`config.mk`:
```
export PLATFORM = sky130hd
export DESIGN_NAME = fp_issue_hazard_check
export DESIGN_NICKNAME = d
export VERILOG_FILES = /design/src/rtl/fp_hz_pkg.sv /design/src/rtl/fp_pattern_gen.sv /design/src/rtl/fp_conflict_detect.sv /design/src/rtl/fp_resv_shift.sv /design/src/rtl/fp_issue_hazard_check.sv
export SDC_FILE = /design/constraint.sdc
export NUM_CORES = 1
export LEC_CHECK = 0
export ABC_AREA = 1
export BUFFER_PORTS_ARGS = -buffer_cell sky130_fd_sc_hd__buf_2
export CORE_AREA = 3 3 77 79
export CTS_CLUSTER_DIAMETER = 120
export CTS_CLUSTER_SIZE = 20
export DETAILED_ROUTE_END_ITERATION = 10
export DIE_AREA = 0 0 80 82
export GPL_ROUTABILITY_DRIVEN = 0
export RECOVER_POWER = 50
export SYNTH_ARGS = -nofsm -noshare
export SYNTH_HDL_FRONTEND = slang
export SYNTH_SLANG_ARGS = --single-unit
```
`constraint.sdc`:
```
create_clock -name clk -period 2.5 [get_ports clk]
set_clock_uncertainty 0.2 [all_clocks]
set_input_delay 0.375 -clock clk [delete_from_list [all_inputs] [get_ports clk]]
set_output_delay 0.375 -clock clk [all_outputs]
set_load 0.005 [all_outputs]
```
`src/rtl/fp_hz_pkg.sv`:
```
package fp_hz_pkg;
    // Number of shared stage resources tracked per cycle
    localparam int NRES = 8;

    // Bit positions of each resource inside a usage mask
    localparam int RES_U = 0;  // unpack
    localparam int RES_S = 1;  // operand shift
    localparam int RES_A = 2;  // mantissa add
    localparam int RES_R = 3;  // rounding
    localparam int RES_M = 4;  // multiplier first stage
    localparam int RES_N = 5;  // multiplier second stage
    localparam int RES_E = 6;  // exception test
    localparam int RES_D = 7;  // divide iteration

    typedef logic [NRES-1:0] res_mask_t;

    typedef enum logic [2:0] {
        OP_ADD  = 3'd0,
        OP_MUL  = 3'd1,
        OP_DIV  = 3'd2,
        OP_NEG  = 3'd3,
        OP_ABS  = 3'd4,
        OP_CMP  = 3'd5,
        OP_RSV6 = 3'd6,
        OP_RSV7 = 3'd7
    } fp_op_e;
endpackage

```
`src/rtl/fp_pattern_gen.sv`:
```
// Builds the per-cycle resource usage pattern of one operation kind.
// Slot k of the output is the resource mask needed k cycles after issue.
// Assumes DEPTH >= DIV_ITER + 7 and DIV_ITER >= 1 (multiply needs 8 slots).
module fp_pattern_gen
    import fp_hz_pkg::*;
#(
    parameter int DIV_ITER = 12,
    parameter int DEPTH    = DIV_ITER + 7
) (
    input  logic [2:0]                 op,
    output logic [DEPTH-1:0][NRES-1:0] pat
);
    // Decode the opcode into its reservation pattern
    always_comb begin
        pat = '0;
        case (fp_op_e'(op))
            OP_ADD: begin
                pat[0][RES_U] = 1'b1;
                pat[1][RES_S] = 1'b1;
                pat[1][RES_A] = 1'b1;
                pat[2][RES_A] = 1'b1;
                pat[2][RES_R] = 1'b1;
                pat[3][RES_R] = 1'b1;
                pat[3][RES_S] = 1'b1;
            end
            OP_MUL: begin
                pat[0][RES_U] = 1'b1;
                pat[1][RES_E] = 1'b1;
                pat[1][RES_M] = 1'b1;
                for (int k = 2; k < 5; k++) pat[k][RES_M] = 1'b1;
                pat[5][RES_N] = 1'b1;
                pat[6][RES_N] = 1'b1;
                pat[6][RES_A] = 1'b1;
                pat[7][RES_R] = 1'b1;
            end
            OP_DIV: begin
                pat[0][RES_U] = 1'b1;
                pat[1][RES_A] = 1'b1;
                pat[2][RES_R] = 1'b1;
                for (int k = 0; k < DIV_ITER + 2; k++) pat[3+k][RES_D] = 1'b1;
                pat[3+DIV_ITER][RES_A] = 1'b1;
                pat[4+DIV_ITER][RES_R] = 1'b1;
                pat[5+DIV_ITER][RES_A] = 1'b1;
                pat[6+DIV_ITER][RES_R] = 1'b1;
            end
            OP_NEG, OP_ABS: begin
                pat[0][RES_U] = 1'b1;
                pat[1][RES_S] = 1'b1;
            end
            OP_CMP: begin
                pat[0][RES_U] = 1'b1;
                pat[1][RES_A] = 1'b1;
                pat[2][RES_R] = 1'b1;
            end
            default: pat = '0;
        endcase
    end
endmodule

```
`src/rtl/fp_conflict_detect.sv`:
```
// Compares a candidate pattern against the reservation table, slot by slot.
// Assumes both arrays are aligned so that slot 0 is the current cycle.
module fp_conflict_detect
    import fp_hz_pkg::*;
#(
    parameter int DEPTH = 19
) (
    input  logic [DEPTH-1:0][NRES-1:0] resv,
    input  logic [DEPTH-1:0][NRES-1:0] pat,
    output logic                       conflict
);
    logic [DEPTH-1:0] slot_hit;

    // One overlap flag per future cycle
    for (genvar i = 0; i < DEPTH; i++) begin : g_slot
        assign slot_hit[i] = |(resv[i] & pat[i]);
    end

    assign conflict = |slot_hit;
endmodule

```
`src/rtl/fp_resv_shift.sv`:
```
// Reservation table: advances one slot per clock and merges a granted pattern.
// Assumes merge_en is asserted only for a pattern that passed the conflict check.
module fp_resv_shift
    import fp_hz_pkg::*;
#(
    parameter int DEPTH = 19
) (
    input  logic                       clk,
    input  logic                       rst_n,
    input  logic                       merge_en,
    input  logic [DEPTH-1:0][NRES-1:0] pat,
    output logic [DEPTH-1:0][NRES-1:0] resv
);
    logic [DEPTH-1:0][NRES-1:0] resv_nxt;

    // Next content of each slot: older slot moved down plus new reservations
    for (genvar i = 0; i < DEPTH; i++) begin : g_next
        if (i < DEPTH - 1) begin : g_mid
            assign resv_nxt[i] = resv[i+1] | (merge_en ? pat[i+1] : '0);
        end else begin : g_top
            assign resv_nxt[i] = '0;
        end
    end

    // Register the table with synchronous clear
    always_ff @(posedge clk) begin
        if (!rst_n) resv <= '0;
        else        resv <= resv_nxt;
    end
endmodule

```
`src/rtl/fp_issue_hazard_check.sv`:
```
// Issue-time structural hazard checker for a shared-stage FP unit.
// Grants a request in the same cycle when its pattern fits the table.
// Assumes the issuer holds a stalled request and retries next cycle.
module fp_issue_hazard_check
    import fp_hz_pkg::*;
#(
    parameter int DIV_ITER = 12
) (
    input  logic       clk,
    input  logic       rst_n,
    input  logic       issue_req,
    input  logic [2:0] issue_op,
    output logic       issue_grant,
    output logic       issue_stall,
    output logic [7:0] busy_now
);
    localparam int DEPTH = DIV_ITER + 7;

    logic [DEPTH-1:0][NRES-1:0] pat;
    logic [DEPTH-1:0][NRES-1:0] resv;
    logic                       conflict;

    fp_pattern_gen #(.DIV_ITER(DIV_ITER), .DEPTH(DEPTH)) i_pat (
        .op  (issue_op),
        .pat (pat)
    );

    fp_conflict_detect #(.DEPTH(DEPTH)) i_cmp (
        .resv     (resv),
        .pat      (pat),
        .conflict (conflict)
    );

    fp_resv_shift #(.DEPTH(DEPTH)) i_tab (
        .clk      (clk),
        .rst_n    (rst_n),
        .merge_en (issue_grant),
        .pat      (pat),
        .resv     (resv)
    );

    // Accept when requested and free of overlap
    assign issue_grant = issue_req && !conflict;
    assign issue_stall = issue_req && conflict;
    assign busy_now    = resv[0];
endmodule

```
Word-level counts from Yosys, hierarchy flattened
Cells that the tools add are included.
{"block": "op_classes", "add_sub_neg": 0, "mul": 0, "div": 0, "order_cmp": 0, "eq_ne": 5, "shift": 0, "n_mux": 18, "bitwise_logic": 37, "reduce_logical": 8}
{"op": "152-bit OR reduction", "n": 1}
{"op": "8-bit bitwise OR", "n": 17}
{"op": "8-bit AND", "n": 14}
{"op": "8-bit 2-to-1 mux", "n": 8}
{"op": "8-bit by 1-bit AND with 8-bit output", "n": 1}
{"op": "8-bit by 3-bit AND with 8-bit output", "n": 1}
{"op": "8-bit by 4-bit AND with 8-bit output (first input constant)", "n": 1}
{"op": "8-bit by 5-bit AND with 8-bit output", "n": 1}
{"op": "8-bit by 7-bit AND with 8-bit output", "n": 1}
{"op": "1-bit by 8-bit bitwise OR with 8-bit output (first input constant)", "n": 1}
{"op": "7-bit 2-to-1 mux", "n": 1}
{"op": "3-bit by 2-bit == test with 1-bit output (second input constant)", "n": 2}
{"op": "3-bit == test (second input constant)", "n": 2}
{"op": "1-bit 2-to-1 mux", "n": 6}
{"op": "3-bit OR reduction", "n": 2}
{"op": "6-bit OR reduction", "n": 1}
{"op": "5-bit 2-to-1 mux", "n": 1}
{"op": "4-bit 2-to-1 mux", "n": 1}
{"op": "3-bit by 1-bit == test with 1-bit output (second input constant)", "n": 1}
{"op": "3-bit logical NOT", "n": 1}
{"op": "3-bit 2-to-1 mux", "n": 1}
{"op": "1-bit logical AND", "n": 2}
{"op": "1-bit logical NOT", "n": 1}
{"block": "word_totals", "ff_bits": 144, "latch_bits": 0, "ramBits": 0, "mem_bits_ro": 0, "inputBits": 6, "out_inout_bits": 10, "wordCells": 86, "memories": 0}

Logic depth before layout (Yosys ltp)
Gate-level depths: netlist (run 1).
{"block": "logic_depth", "ltp_word": 9, "depth_mapped": 10, "ltp_nobuf": 10}

By module
A second synthesis (run 1) with hierarchy kept.
{"block": "hier_totals", "hier_cells": 1069, "area_unflattened_um2": 7419.6}
{"mod": "fp_resv_shift", "instances": 1, "cells_each": 623, "area_per_inst_um2": 5165.0, "seq_area_each_um2": 2882.8}
{"mod": "fp_pattern_gen", "instances": 1, "cells_each": 160, "area_per_inst_um2": 1152.4, "seq_area_each_um2": 0.0}
{"mod": "fp_conflict_detect", "instances": 1, "cells_each": 282, "area_per_inst_um2": 1084.8, "seq_area_each_um2": 0.0}
{"mod": "fp_issue_hazard_check", "instances": 1, "cells_each": 4, "area_per_inst_um2": 17.5, "seq_area_each_um2": 0.0}

Worst setup path after synthesis (run 1)
Ideal clock, no wire load.
{"block": "synth_timing", "kind": "input -> output", "start": "in issue_op[2]", "end": "out issue_stall", "arrival_time_ps": 1070, "required_ps": 1925, "path_slack_ps": 855, "cell_stages": 5, "n_path_buf": 0, "path_cell_list": "nor3_1 -> nand2_1 -> nand2_4 -> nor2_8 -> a21oi_1"}
{"block": "synth_via", "elab_chain_len": 6, "elab_cells_between_ends": 36, "cone_classes": "eq/ne (5); mux (6); bitwise (19); reduce/logical (6)"}
{"item": "start, declared", "line": "fp_issue_hazard_check.sv:12", "source": "input logic [2:0] issue_op,"}
{"item": "3-bit by 2-bit == test with 1-bit output (tied with other cells)", "line": "fp_pattern_gen.sv:16", "source": "case (fp_op_e'(op))"}
{"item": "6-bit OR reduction (no line) or 3-bit OR reduction (tied branches)"}
{"item": "1-bit 2-to-1 mux", "line": "fp_pattern_gen.sv:16"}
{"item": "8-bit by 1-bit AND with 8-bit output (tied with other cells)", "line": "fp_conflict_detect.sv:16", "source": "assign slot_hit[i] = |(resv[i] & pat[i]);"}
{"item": "152-bit OR reduction (*)", "line": "fp_conflict_detect.sv:19", "source": "assign conflict = |slot_hit;"}
{"item": "1-bit logical AND (*)", "line": "fp_issue_hazard_check.sv:44", "source": "assign issue_stall = issue_req && conflict;"}
{"item": "end, declared", "line": "fp_issue_hazard_check.sv:14", "source": "output logic issue_stall,"}
Mark *: on every way between the ends. The rest lies on a longest branch, timed or not.

Final worst setup path (run 1)
{"block": "layout_timing", "start": "reg i_tab.resv[45] (netlist name)", "end": "out issue_grant"}
{"block": "layout_via", "elab_chain_len": 4}
{"item": "start, declared", "line": "fp_resv_shift.sv:12", "source": "output logic [DEPTH-1:0][NRES-1:0] resv"}
{"item": "start signal, assigned", "line": "fp_resv_shift.sv:28", "source": "else resv <= resv_nxt;"}
{"item": "8-bit AND", "line": "fp_conflict_detect.sv:16"}
{"item": "152-bit OR reduction", "line": "fp_conflict_detect.sv:19"}
{"item": "1-bit logical NOT", "line": "fp_issue_hazard_check.sv:43", "source": "assign issue_grant = issue_req && !conflict;"}
{"item": "1-bit logical AND", "line": "fp_issue_hazard_check.sv:43"}
{"item": "end, declared", "line": "fp_issue_hazard_check.sv:13", "source": "output logic issue_grant,"}
Every way passes these cells.

==> key figures, run 1 <==
Status
  • Status: finished, final reports clean

Route
  • Post-route DRC violation count: 0
  • DR WL/cell: 9.43 um
  • DR pass1 iterations: 4
  • Drt via density: 4.24
  • Via count: 1413
  • First DRT Iteration DRCs: 55
  • Remaining antenna violation count: 0
  • Final WL: 3.14 mm

GRT
  • Initial antenna violation count: 0
  • Total global-route track usage: 0.115
  • Largest net degree at the start of global routing: 50
  • Vias in the first global route: 1281
  • First-pass GRT wire length: 5.58 mm
  • Grt ovf: 0

Placement
  • Post-DP HPWL: 1.96 mm
  • Inst Count DP: 317
  • Area post-placement: approximately 2200 um2
  • Pre-CTS WS: 435 ps
  • Port buffer count: 14

STA
  • Hold Vio Cnt, Final: 0
  • Minimum clock period: 2120 ps
  • Final setup violation count: 0
  • Max Transition Viols Final: 0
  • Final worst slack: around 380 ps
  • Total negative setup slack: 0 ps
  • Rel. slew slack: 0.392
  • Fmax: between 400 and 500 MHz
  • Worst-margin pin slew: 913 ps
  • Crit share post-route: 0.849
  • Unrepaired setup endpoints after global routing: false

Finish
  • Largest reg by FF count: i_tab.resv
  • Final Non-Filler Cells: around 330
  • Area Growth Syn to Fin: 12.4%
  • FILL cells: between 500 and 600
  • Post-route cell area: 2380 um2
  • Most frequent cells in the layout: nand2_1 (61), dfxtp_1 (61), inv_1 (46)
  • Nets: roughly 260
  • Largest registers: i_tab.resv (61)
  • Share of cells above drive strength 1: 0.203
  • Diode count: 0
  • Max FFs per register: 61

Worst setup path
  • Worst path bufs/invs: 1
  • Worst Setup End Kind: output pin
  • Most frequent CP cell: nand2_1
  • Setup CP Type: reg2out
  • CP Depth: 8
  • Worst setup path start: i_tab.resv[45]
  • CP max stage delay: around 330 ps
  • CP Launch Type: flip-flop
  • Crit-path slowest cell: dfxtp_1
  • Worst setup path end: issue_grant
  • CP delay by family, top: simple AND/OR/NAND/NOR gates
  • Max FO, Critical Path: 7
  • CP cell instances: nor2_1 -> nand3_1 -> nand2_1 -> nand2_2 -> nor2_8 -> nand2_1 -> nor2_2 -> buf_2
  • Required time of the critical path: between 1500 and 2000 ps
  • FF-to-FF End: i_tab.resv[103]
  • Critical path arrival: 1550 ps
  • FF-to-FF Start: i_tab.resv[45]
  • R2R depth: 7
  • R2R setup slack: roughly 800 ps

Clock tree
  • Reg clk slew, reported paths: 70 ps
  • Cts hold-fix bufs: 0
  • Root buffer cell: clkbuf_8
  • CTS Sinks: 61
  • CTS tree: done
  • Deepest clock path buffer count: 2
  • Clock latency on the worst-skew pair: 340 ps
  • Num CTS Buffers: 9
  • Post-CTS setup buffers: 0
  • CTS resizes: 0
  • CTS H-tree depth: 3

Floorplanning
  • Die X: 80 um
  • Core box area: 5410 um2
  • Io pins: 16
  • Cell Rows: 27
  • Die Ht: 82 um
  • Starting Density: 0.392
  • Die area: ~6600 um2

Flow run
  • Max Cap Violations: 0

Logic synthesis
  • Post-Synth Adder-Cell Area: 0
  • XOR/XNOR Fraction of Synth Area: 0
  • Top cells by area, synth: dfxtp_1 (58%), nand2_1 (11%), inv_1 (8.1%)
  • YS warnings: 0
  • Yosys reg bits: between 60 and 70
  • Mapped cell area: between 2000 and 2500 um2
  • Seq/Total Area, Yosys: 0.576
  • Post-synth cell types: 27
  • Post-Synth Simple-Gate Area: 0.214
  • Syn Area/Cell: 8.59 um2
  • Post-synth top area share: 0.576
  • Multiplexer share of the synthesized area: 0
  • Syn Nets: 253
  • Synth Area in Compound Gates: 0.0791
  • Largest family of logic cells by synthesized area: simple AND/OR/NAND/NOR gates
  • Cells after synthesis: 247
  • Post-synth top area cell: dfxtp_1

Power and ir drop
  • VDD IR max: around 0.53 mV
  • Total power draw: ~1.9 mW
  • Pwr per Cell Area: approximately 820 nW/um2
  • Pleak: around 1.2 nW

Min path
  • Hold crit path type: in2reg
## worst min-delay path by stage
| stage | from | end | slack (ps) | cells past startpoint |
|---|---|---|---|---|
| finish | issue_op[1] | i_tab.resv[17] | 160 | 4 |
| global route | issue_op[1] | i_tab.resv[45] | 160 | 4 |
| CTS | issue_op[1] | i_tab.resv[17] | 140 | 4 |
| detailed placement | i_tab.resv[42] | i_tab.resv[34] | 200 | 2 |
| global placement | i_tab.resv[13] | i_tab.resv[5] | 190 | 2 |
| floorplan | i_tab.resv[114] | i_tab.resv[106] | 190 | 2 |
## per-stage QoR
stage,hold WS (ps),util
floorplan,190,-
global placement,192,0.404
detailed placement,199,0.404
CTS,143,0.441
global route,162,0.441
finish,159,0.441
## area by class of cell
class,count,area [um2],area share
clock inverters,6,62.6,0.0262
inverters,46,173,0.0724
flip-flops and latches,61,1220,0.512
clock buffers,10,138,0.0577
repair buffers,15,75.1,0.0315
multi-input cells,123,624,0.262
well taps,72,90.1,0.0378
## tightest hold or removal path, stage by stage
cell    delay (ps)
buf_2          110
nor3_1          80
inv_1           60
nor2_1          40
## where the power goes
| group | switching [mW] | internal, mW | leakage, nW |
|---|---|---|---|
| clock network | 0.377 | 0.483 | 0.0943 |
| registers | 0.00656 | 0.991 | 0.494 |
| logic | 0.0610 | 0.0294 | 0.643 |
## kinds of logic (layout without fill, tap and decap cells)
family | after synthesis | count (layout)
other | 1 | 1
AND/OR/NAND/NOR | 96 | 96
AO/OA/AOI/OAI | 26 | 26
flip-flops | 61 | 61
buffers and inverters | 63 | 77
## cell usage after synthesis (all sizes together)
cell / n
conb: 1
nor3: 2
o21ai: 18
nand4: 5
nand3: 3
dfxtp: 61
nor2: 18
inv: 46
clkbuf: 6
buf: 11
and2: 2
a21oi: 8
nand2: 66
## layer usage
metal  part of all wire  vias up  global-route usage
li1                   -      743                   -
met1               0.49      638               0.127
met2               0.43       22               0.175
met3              0.066       10              0.0713
met4              0.022        0              0.0557
met5                  0        -                   0
Power figures use the tool's default switching activity.
==> inputs of run 2 (changes only) <==
--- a/config.mk
+++ b/config.mk
@@ -5,7 +5,7 @@
 export SDC_FILE = /design/constraint.sdc
 export NUM_CORES = 1
 export LEC_CHECK = 0
-export ABC_AREA = 1
+export ABC_AREA = 0
 export BUFFER_PORTS_ARGS = -buffer_cell sky130_fd_sc_hd__buf_2
 export CORE_AREA = 3 3 77 79
 export CTS_CLUSTER_DIAMETER = 120
==> constraint.sdc (replaced) <==
create_clock -name clk -period 2 [get_ports clk]
set_clock_uncertainty 0.2 [all_clocks]
set_input_delay 0.3 -clock clk [delete_from_list [all_inputs] [get_ports clk]]
set_output_delay 0.3 -clock clk [all_outputs]
set_load 0.005 [all_outputs]
==> key figures, run 2 <==
Logic synthesis
  • XOR/XNOR Fraction of Synth Area: 0 (unchanged)
  • Seq/Total Area, Yosys: 0.586 (was 0.576)
  • Synth Area in Compound Gates: 0.108 (was 0.0791)
  • Yosys reg bits: 61 (unchanged)
  • Post-synth top area share: 0.586 (was 0.576)
  • Post-Synth Simple-Gate Area: 0.235 (was 0.214)
  • Synth Flop Type: dfxtp_1 (unchanged)
  • Largest family of logic cells by synthesized area: simple AND/OR/NAND/NOR gates (unchanged)
  • Post-synth cell types: 32 (was 27)
  • Mapped cell area: 2080 um2 (was 2120 um2)
  • Post-Synth Adder-Cell Area: 0 (unchanged)
  • Syn Nets: 207 (was 253)
  • Top post-synthesis cells by count: dfxtp_1 (61), and2_1 (32), nand2_1 (32), o21ai_2 (14), buf_4 (9) (was dfxtp_1 (61), nand2_1 (61), inv_1 (46), nor2_1 (16))
  • Post-synth EDFFs: 0 (unchanged)
  • Cells after synthesis: 201 (was 247)
  • YS warnings: 0 (unchanged)
  • Multiplexer share of the synthesized area: 0.00540 (was 0)
  • Post-synth top area cell: dfxtp_1 (unchanged)
  • FFs w/ async S/R, synth: 0 (unchanged)
  • Syn Area/Cell: 10.4 um2 (was 8.59 um2)
  • Top cells by area, synth: dfxtp_1 (59%), and2_1 (9.6%), o21ai_2 (5.9%) (was dfxtp_1 (58%), nand2_1 (11%), inv_1 (8.1%))
  • Most frequent cell after synthesis: dfxtp_1

GRT
  • Grt ovf: 0 (unchanged)
  • Total global-route track usage: 0.114 (was 0.115)
  • Largest net degree at the start of global routing: 35 (was 50)
  • Initial antenna violation count: 0 (unchanged)
  • First-pass GRT wire length: 5.48 mm (was 5.58 mm)
  • Vias in the first global route: 1198 (was 1281)

Clock tree
  • Clock latency on the worst-skew pair: 330 ps (was 340 ps)
  • Reg clk slew, reported paths: 60 ps (was 70 ps)
  • Num CTS Buffers: 9 (unchanged)
  • CTS H-tree depth: 3 (unchanged)
  • Cts hold-fix bufs: 0 (unchanged)
  • Root buffer cell: clkbuf_8 (unchanged)
  • Deepest clock path buffer count: 2 (unchanged)
  • CTS Sinks: 61 (unchanged)
  • CTS tree: done (unchanged)

STA
  • Fmax: 428 MHz
  • Unrepaired setup endpoints after global routing: true (was false)
  • Final worst slack: -335 ps (was 377 ps)
  • Total negative setup slack: -669 ps (was 0 ps)
  • Hold_ws: 36.9 ps (was 159 ps)
  • Rel. slew slack: 0.160 (was 0.392)
  • Hold Vio Cnt, Final: 0 (unchanged)
  • Crit share post-route: 1.17
  • Worst-margin pin slew: 1260 ps (was 913 ps)
  • Final setup violation count: 10 (was 0)
  • Minimum clock period: ~2300 ps
  • Max Transition Viols Final: 0 (unchanged)

Finish
  • Diode count: 0 (unchanged)
  • FILL cells: 526 (was 560)
  • Nets: 226 (was 262)
  • Multi-input combinational cell area: 748 um2 (was 624 um2)
  • Most common cell after layout, fill and taps aside: dfxtp_1
  • Largest registers: i_tab.resv (61) (unchanged)
  • Share of cells above drive strength 1: 0.293 (was 0.203)
  • Area Growth Syn to Fin: 21.1% (was 12.4%)
  • Max FFs per register: 61 (unchanged)
  • Largest reg by FF count: i_tab.resv (unchanged)
  • Post-route cell area: 2520 um2 (was 2380 um2)
  • Sequential Area: 1220 um2 (about the same)
  • Most frequent cells in the layout: dfxtp_1 (60), nand2_1 (32), and2_1 (21) (was nand2_1 (61), dfxtp_1 (61), inv_1 (46))

Worst setup path
  • Critical path arrival: 1840 ps (was 1550 ps)
  • FF-to-FF End: i_tab.resv[23] (was i_tab.resv[103])
  • FF-to-FF Start: i_tab.resv[37] (was i_tab.resv[45])
  • Required time of the critical path: 1500 ps (was 1920 ps)
  • CP max stage delay: 560 ps (was 330 ps)
  • Worst setup path end: issue_grant (unchanged)
  • Most frequent CP cell: and3_4 (was nand2_1)
  • Crit-path slowest cell: or4_4 (was dfxtp_1)
  • CP cell instances: or4_4 -> o211ai_4 -> and3_4 -> and3_4 -> buf_6 (was nor2_1 -> nand3_1 -> nand2_1 -> nand2_2 -> nor2_8 -> nand2_1 -> nor2_2 -> buf_2)
  • R2R depth: 6 (was 7)
  • Worst Setup End Kind: output pin (unchanged)
  • R2R setup slack: -10 ps (was 800 ps)
  • Worst setup path start: i_tab.resv[37] (was i_tab.resv[45])
  • Max FO, Critical Path: 2 (was 7)
  • CP Launch Type: flip-flop (unchanged)
  • Setup CP Type: reg2out (unchanged)

Placement
  • Area post-placement: 2210 um2 (was 2190 um2)
  • Post-DP HPWL: 2.01 mm (was 1.96 mm)
  • Port buffer count: 14 (unchanged)

Status
  • Status: complete, but fails checks (was finished, final reports clean)
  • Violated checks: setup timing

Flow run
  • Max Cap Violations: 0 (unchanged)

Route
  • First DRT Iteration DRCs: 50 (was 55)
  • Post-route DRC violation count: 0 (unchanged)
  • Final WL: 3.25 mm (was 3.14 mm)
  • Remaining antenna violation count: 0 (unchanged)
  • DR WL/cell: 11.0 um (was 9.43 um)
  • Drt via density: 4.55 (was 4.24)
  • DR pass1 iterations: 4 (unchanged)
  • Via count: 1350 (was 1413)

Power and ir drop
  • Pwr per Cell Area: 1000 nW/um2 (was 817 nW/um2)
  • VDD IR max: 0.527 mV (about the same)
  • Total power draw: 2.53 mW (was 1.95 mW)
  • Pleak: 1.05 nW (was 1.23 nW)

Floorplanning
  • Die area: 6560 um2 (unchanged)
  • Cell Rows: 27 (unchanged)
  • Starting Density: 0.386 (was 0.392)
  • Core box area: 5410 um2 (unchanged)
  • Die Ht: 82 um (unchanged)
  • Io pins: 16 (unchanged)
  • Die X: 80 um (unchanged)

Min path
  • Hold crit path type: in2reg (unchanged)
run 2: changes by cell type after synthesis, sizes merged, moves of 4 or more:
cell and change:
nor2 -10, a21oi -8, nand2 -34, and2 +30, nor4 +4, inv -45
run 2: cell type report:
cell class | count | share of cell area
clock buffers | 13 | 0.0669
clock inverters | 3 | 0.0168
inverters | 1 | 0.00149
multi-input cells | 118 | 0.296
flip-flops and latches | 61 | 0.484
well taps | 72 | 0.0357
repair buffers | 29 | 0.0986
run 2: worst min path at each step:
| stage | start | cells after the start | to | slack, ps |
|---|---|---|---|---|
| finish | issue_op[1] | 2 | i_tab.resv[10] | 40 |
| global route | issue_op[1] | 2 | i_tab.resv[10] | 10 |
| CTS | issue_op[1] | 2 | i_tab.resv[10] | 8 |
| detailed placement | i_tab.resv[15] | 1 | i_tab.resv[7] | 220 |
| global placement | i_tab.resv[17] | 1 | i_tab.resv[9] | 210 |
| floorplan | i_tab.resv[27] | 2 | i_tab.resv[19] | 210 |
run 2: metrics by stage:
| step | setup slack [ps] | instances | utilization |
|---|---|---|---|
| 3_5_place_dp | -12.9 | 276 | 0.410 |
| 4_1_cts | -372 | 293 | 0.453 |
| 3_3_place_gp | -4.86 | 276 | 0.410 |
| 6_report | -335 | 297 | 0.467 |
| 5_1_grt | -407 | 297 | 0.467 |
| 2_1_floorplan | 140 | 201 | - |
run 2: cells by family after synthesis:
logic type / count (synthesis)
AO/OA/AOI/OAI: 27
buffers and inverters: 22
multiplexers: 1
flip-flops: 61
AND/OR/NAND/NOR: 89
other: 1
run 2: layer usage:
| metal | vias up | share of wire | global-route usage |
|---|---|---|---|
| met5 | - | 0 | 0 |
| met4 | 0 | 0.011 | 0.0456 |
| met3 | 4 | 0.053 | 0.0724 |
| met2 | 27 | 0.46 | 0.161 |
| met1 | 634 | 0.48 | 0.137 |
| li1 | 685 | - | - |
run 2: power by group:
group,leakage (nW),switching [mW],internal [mW],total [mW]
Combinational,0.454,0.0888,0.0745,0.163
Sequential,0.493,0.00838,1.24,1.25
Clock,0.106,0.444,0.676,1.12
Total,1.05,0.541,1.99,2.53
run 2: critical path, delay by kind of cell (launching register included):
kind | cells | cell delay, ps
and+or+nand+nor | 3 | 940
buffers and inverters | 1 | 80
DFF | 1 | 320
AOI/OAI and AO/OA | 1 | 170
run 2: what timing repair did:
action | 4_1_cts | 5_1_grt
gates cloned | 0 | 2
pin swaps | 3 | 4
setup endpoints to repair | 2 | 22
setup buffers | 1 | 2
gates resized for setup | 2 | 6
==> inputs of run 3 (changes only) <==
--- a/config.mk
+++ b/config.mk
@@ -13,7 +13,7 @@
 export DETAILED_ROUTE_END_ITERATION = 10
 export DIE_AREA = 0 0 80 82
 export GPL_ROUTABILITY_DRIVEN = 0
-export RECOVER_POWER = 50
+export SLEW_MARGIN = 25
 export SYNTH_ARGS = -nofsm -noshare
 export SYNTH_HDL_FRONTEND = slang
 export SYNTH_SLANG_ARGS = --single-unit
==> key figures, run 3 (synthesis results as in run 2) <==
Finish
  • Largest registers: i_tab.resv (61) (unchanged)
  • Area Growth Syn to Fin: 21.3% (was 21.1%)
  • Most common cell after layout, fill and taps aside: dfxtp_1 (unchanged)
  • Max FFs per register: 61 (unchanged)
  • Largest reg by FF count: i_tab.resv (unchanged)
  • Most frequent cells in the layout: dfxtp_1 (60), nand2_1 (32), and2_1 (32) (was dfxtp_1 (60), nand2_1 (32), and2_1 (21))
  • Share of cells above drive strength 1: 0.298 (was 0.293)
  • Diode count: 0 (unchanged)
  • Nets: 226 (unchanged)

STA
  • Unrepaired setup endpoints after global routing: true (unchanged)
  • Hold_ws: 35.4 ps (was 36.9 ps)
  • Fmax: 428 MHz (about the same)
  • Total negative setup slack: -645 ps (was -669 ps)
  • Final worst slack: -335 ps (about the same)
  • Final setup violation count: 8 (was 10)
  • Max Transition Viols Final: 0 (unchanged)
  • Hold Vio Cnt, Final: 0 (unchanged)
  • Crit share post-route: 1.17 (about the same)
  • Minimum clock period: 2330 ps (was 2340 ps)

GRT
  • Initial antenna violation count: 0 (unchanged)
  • Met2 Usage GRT: 0.161 (unchanged)
  • Grt ovf: 0 (unchanged)
  • Total global-route track usage: 0.114 (unchanged)
  • GR Util met3: 0.0724 (unchanged)
  • GR Layer Usage met1: 0.137 (unchanged)
  • Largest net degree at the start of global routing: 35 (unchanged)
  • Vias in the first global route: 1198 (unchanged)
  • First-pass GRT wire length: 5.48 mm (unchanged)
  • GR peak layer: met2 (unchanged)

Route
  • First DRT Iteration DRCs: 36 (was 50)
  • Remaining antenna violation count: 0 (unchanged)
  • Via count: 1350 (unchanged)
  • Post-route DRC violation count: 0 (unchanged)
  • DR WL/cell: 11.0 um (about the same)
  • Final WL: 3.27 mm (was 3.25 mm)
  • Drt via density: 4.55 (unchanged)
  • DR pass1 iterations: 4 (unchanged)

Worst setup path
  • Required time of the critical path: 1500 ps (about the same)
  • Critical path arrival: 1830 ps (was 1840 ps)
  • Max FO, Critical Path: 2 (unchanged)
  • CP Launch Type: flip-flop (unchanged)
  • Worst Setup End Kind: output pin (unchanged)
  • Setup CP Type: reg2out (unchanged)

Power and ir drop
  • Pleak: 1.07 nW (was 1.05 nW)
  • VDD IR max: 0.525 mV (was 0.527 mV)
  • Pwr per Cell Area: 1000 nW/um2 (about the same)
  • Total power draw: 2.53 mW (about the same)

Placement
  • Pre-CTS WS: -12.9 ps (unchanged)
  • Post-DP HPWL: 2.01 mm (unchanged)
  • Port buffer count: 14 (unchanged)

Clock tree
  • CTS tree: done (unchanged)
  • Cts hold-fix bufs: 0 (unchanged)
  • Num CTS Buffers: 9 (unchanged)
  • Deepest clock path buffer count: 2 (unchanged)
  • CTS H-tree depth: 3 (unchanged)
  • Clock latency on the worst-skew pair: 330 ps (about the same)
  • Root buffer cell: clkbuf_8 (unchanged)
  • CTS Sinks: 61 (unchanged)
  • Reg clk slew, reported paths: 60 ps (about the same)

Floorplanning
  • Starting Density: 0.386 (unchanged)
  • Io pins: 16 (unchanged)
  • Die area: 6560 um2 (unchanged)
  • Die Ht: 82 um (unchanged)
  • Cell Rows: 27 (unchanged)
  • Die X: 80 um (unchanged)
  • Core box area: 5410 um2 (unchanged)

Status
  • Violated checks: setup timing (unchanged)
  • Status: complete, but fails checks (unchanged)

Min path
  • Hold crit path type: in2reg (unchanged)

Flow run
  • Max Cap Violations: 0 (unchanged)
## run 3: cell count changes in the layout (fill, tap and decap cells not counted)
cell and change:
and2_0 -11, and2_1 +11, buf_4 +2, clkbuf_1 -1, clkbuf_4 -1
## run 3: where the power goes
part / switching, mW / internal [mW] / total, mW
logic: 0.0888 / 0.0757 / 0.165
clock network: 0.444 / 0.676 / 1.12
registers: 0.00839 / 1.24 / 1.25
total: 0.541 / 1.99 / 2.53
## run 3: critical path, cell delays in order (launching register included)
cell and delay [ps]:
dfxtp_2 320, or4_4 550, o211ai_4 170, and3_4 210, and3_4 170, buf_6 80
## run 3: cell type report
class / count / area, um2
Clock buffer: 13 / 169
Clock inverter: 3 / 42.5
Fill cell: 526 / 2880
Inverter: 1 / 3.75
Multi-Input combinational cell: 118 / 748
Sequential cell: 61 / 1220
Tap cell: 72 / 90.1
Timing Repair Buffer: 29 / 253
## run 3: stage by stage
stage          utilization  area, um2  instances
6_report             0.468       2530        297
5_1_grt              0.468       2530        297
4_1_cts              0.453       2450        293
3_5_place_dp         0.410       2210        276
3_3_place_gp         0.410       2210        276
2_1_floorplan            -       2080        201
## run 3: final timing paths
kind	from	endpoint	slack [ps]	cells past startpoint
max	i_tab.resv[37]	issue_grant	-330	5
min	issue_op[1]	i_tab.resv[10]	40	2
max reg2reg	i_tab.resv[37]	i_tab.resv[23]	-10	6
min reg2reg	i_tab.resv[115]	i_tab.resv[107]	230	1
## run 3: what timing repair did
action | 4_1_cts | 5_1_grt
gates cloned | 0 | 2
buffers inserted | 1 | 2
resized for setup | 2 | 6
pin swaps | 3 | 4
endpoints found under the setup margin | 2 | 22
## run 3: routing by layer
metal  routed length, um  vias to the layer above
li1                    -                      687
met1                1550                      634
met2                1500                       25
met3                 172                        4
met4                  40                        0
met5                   0                        -
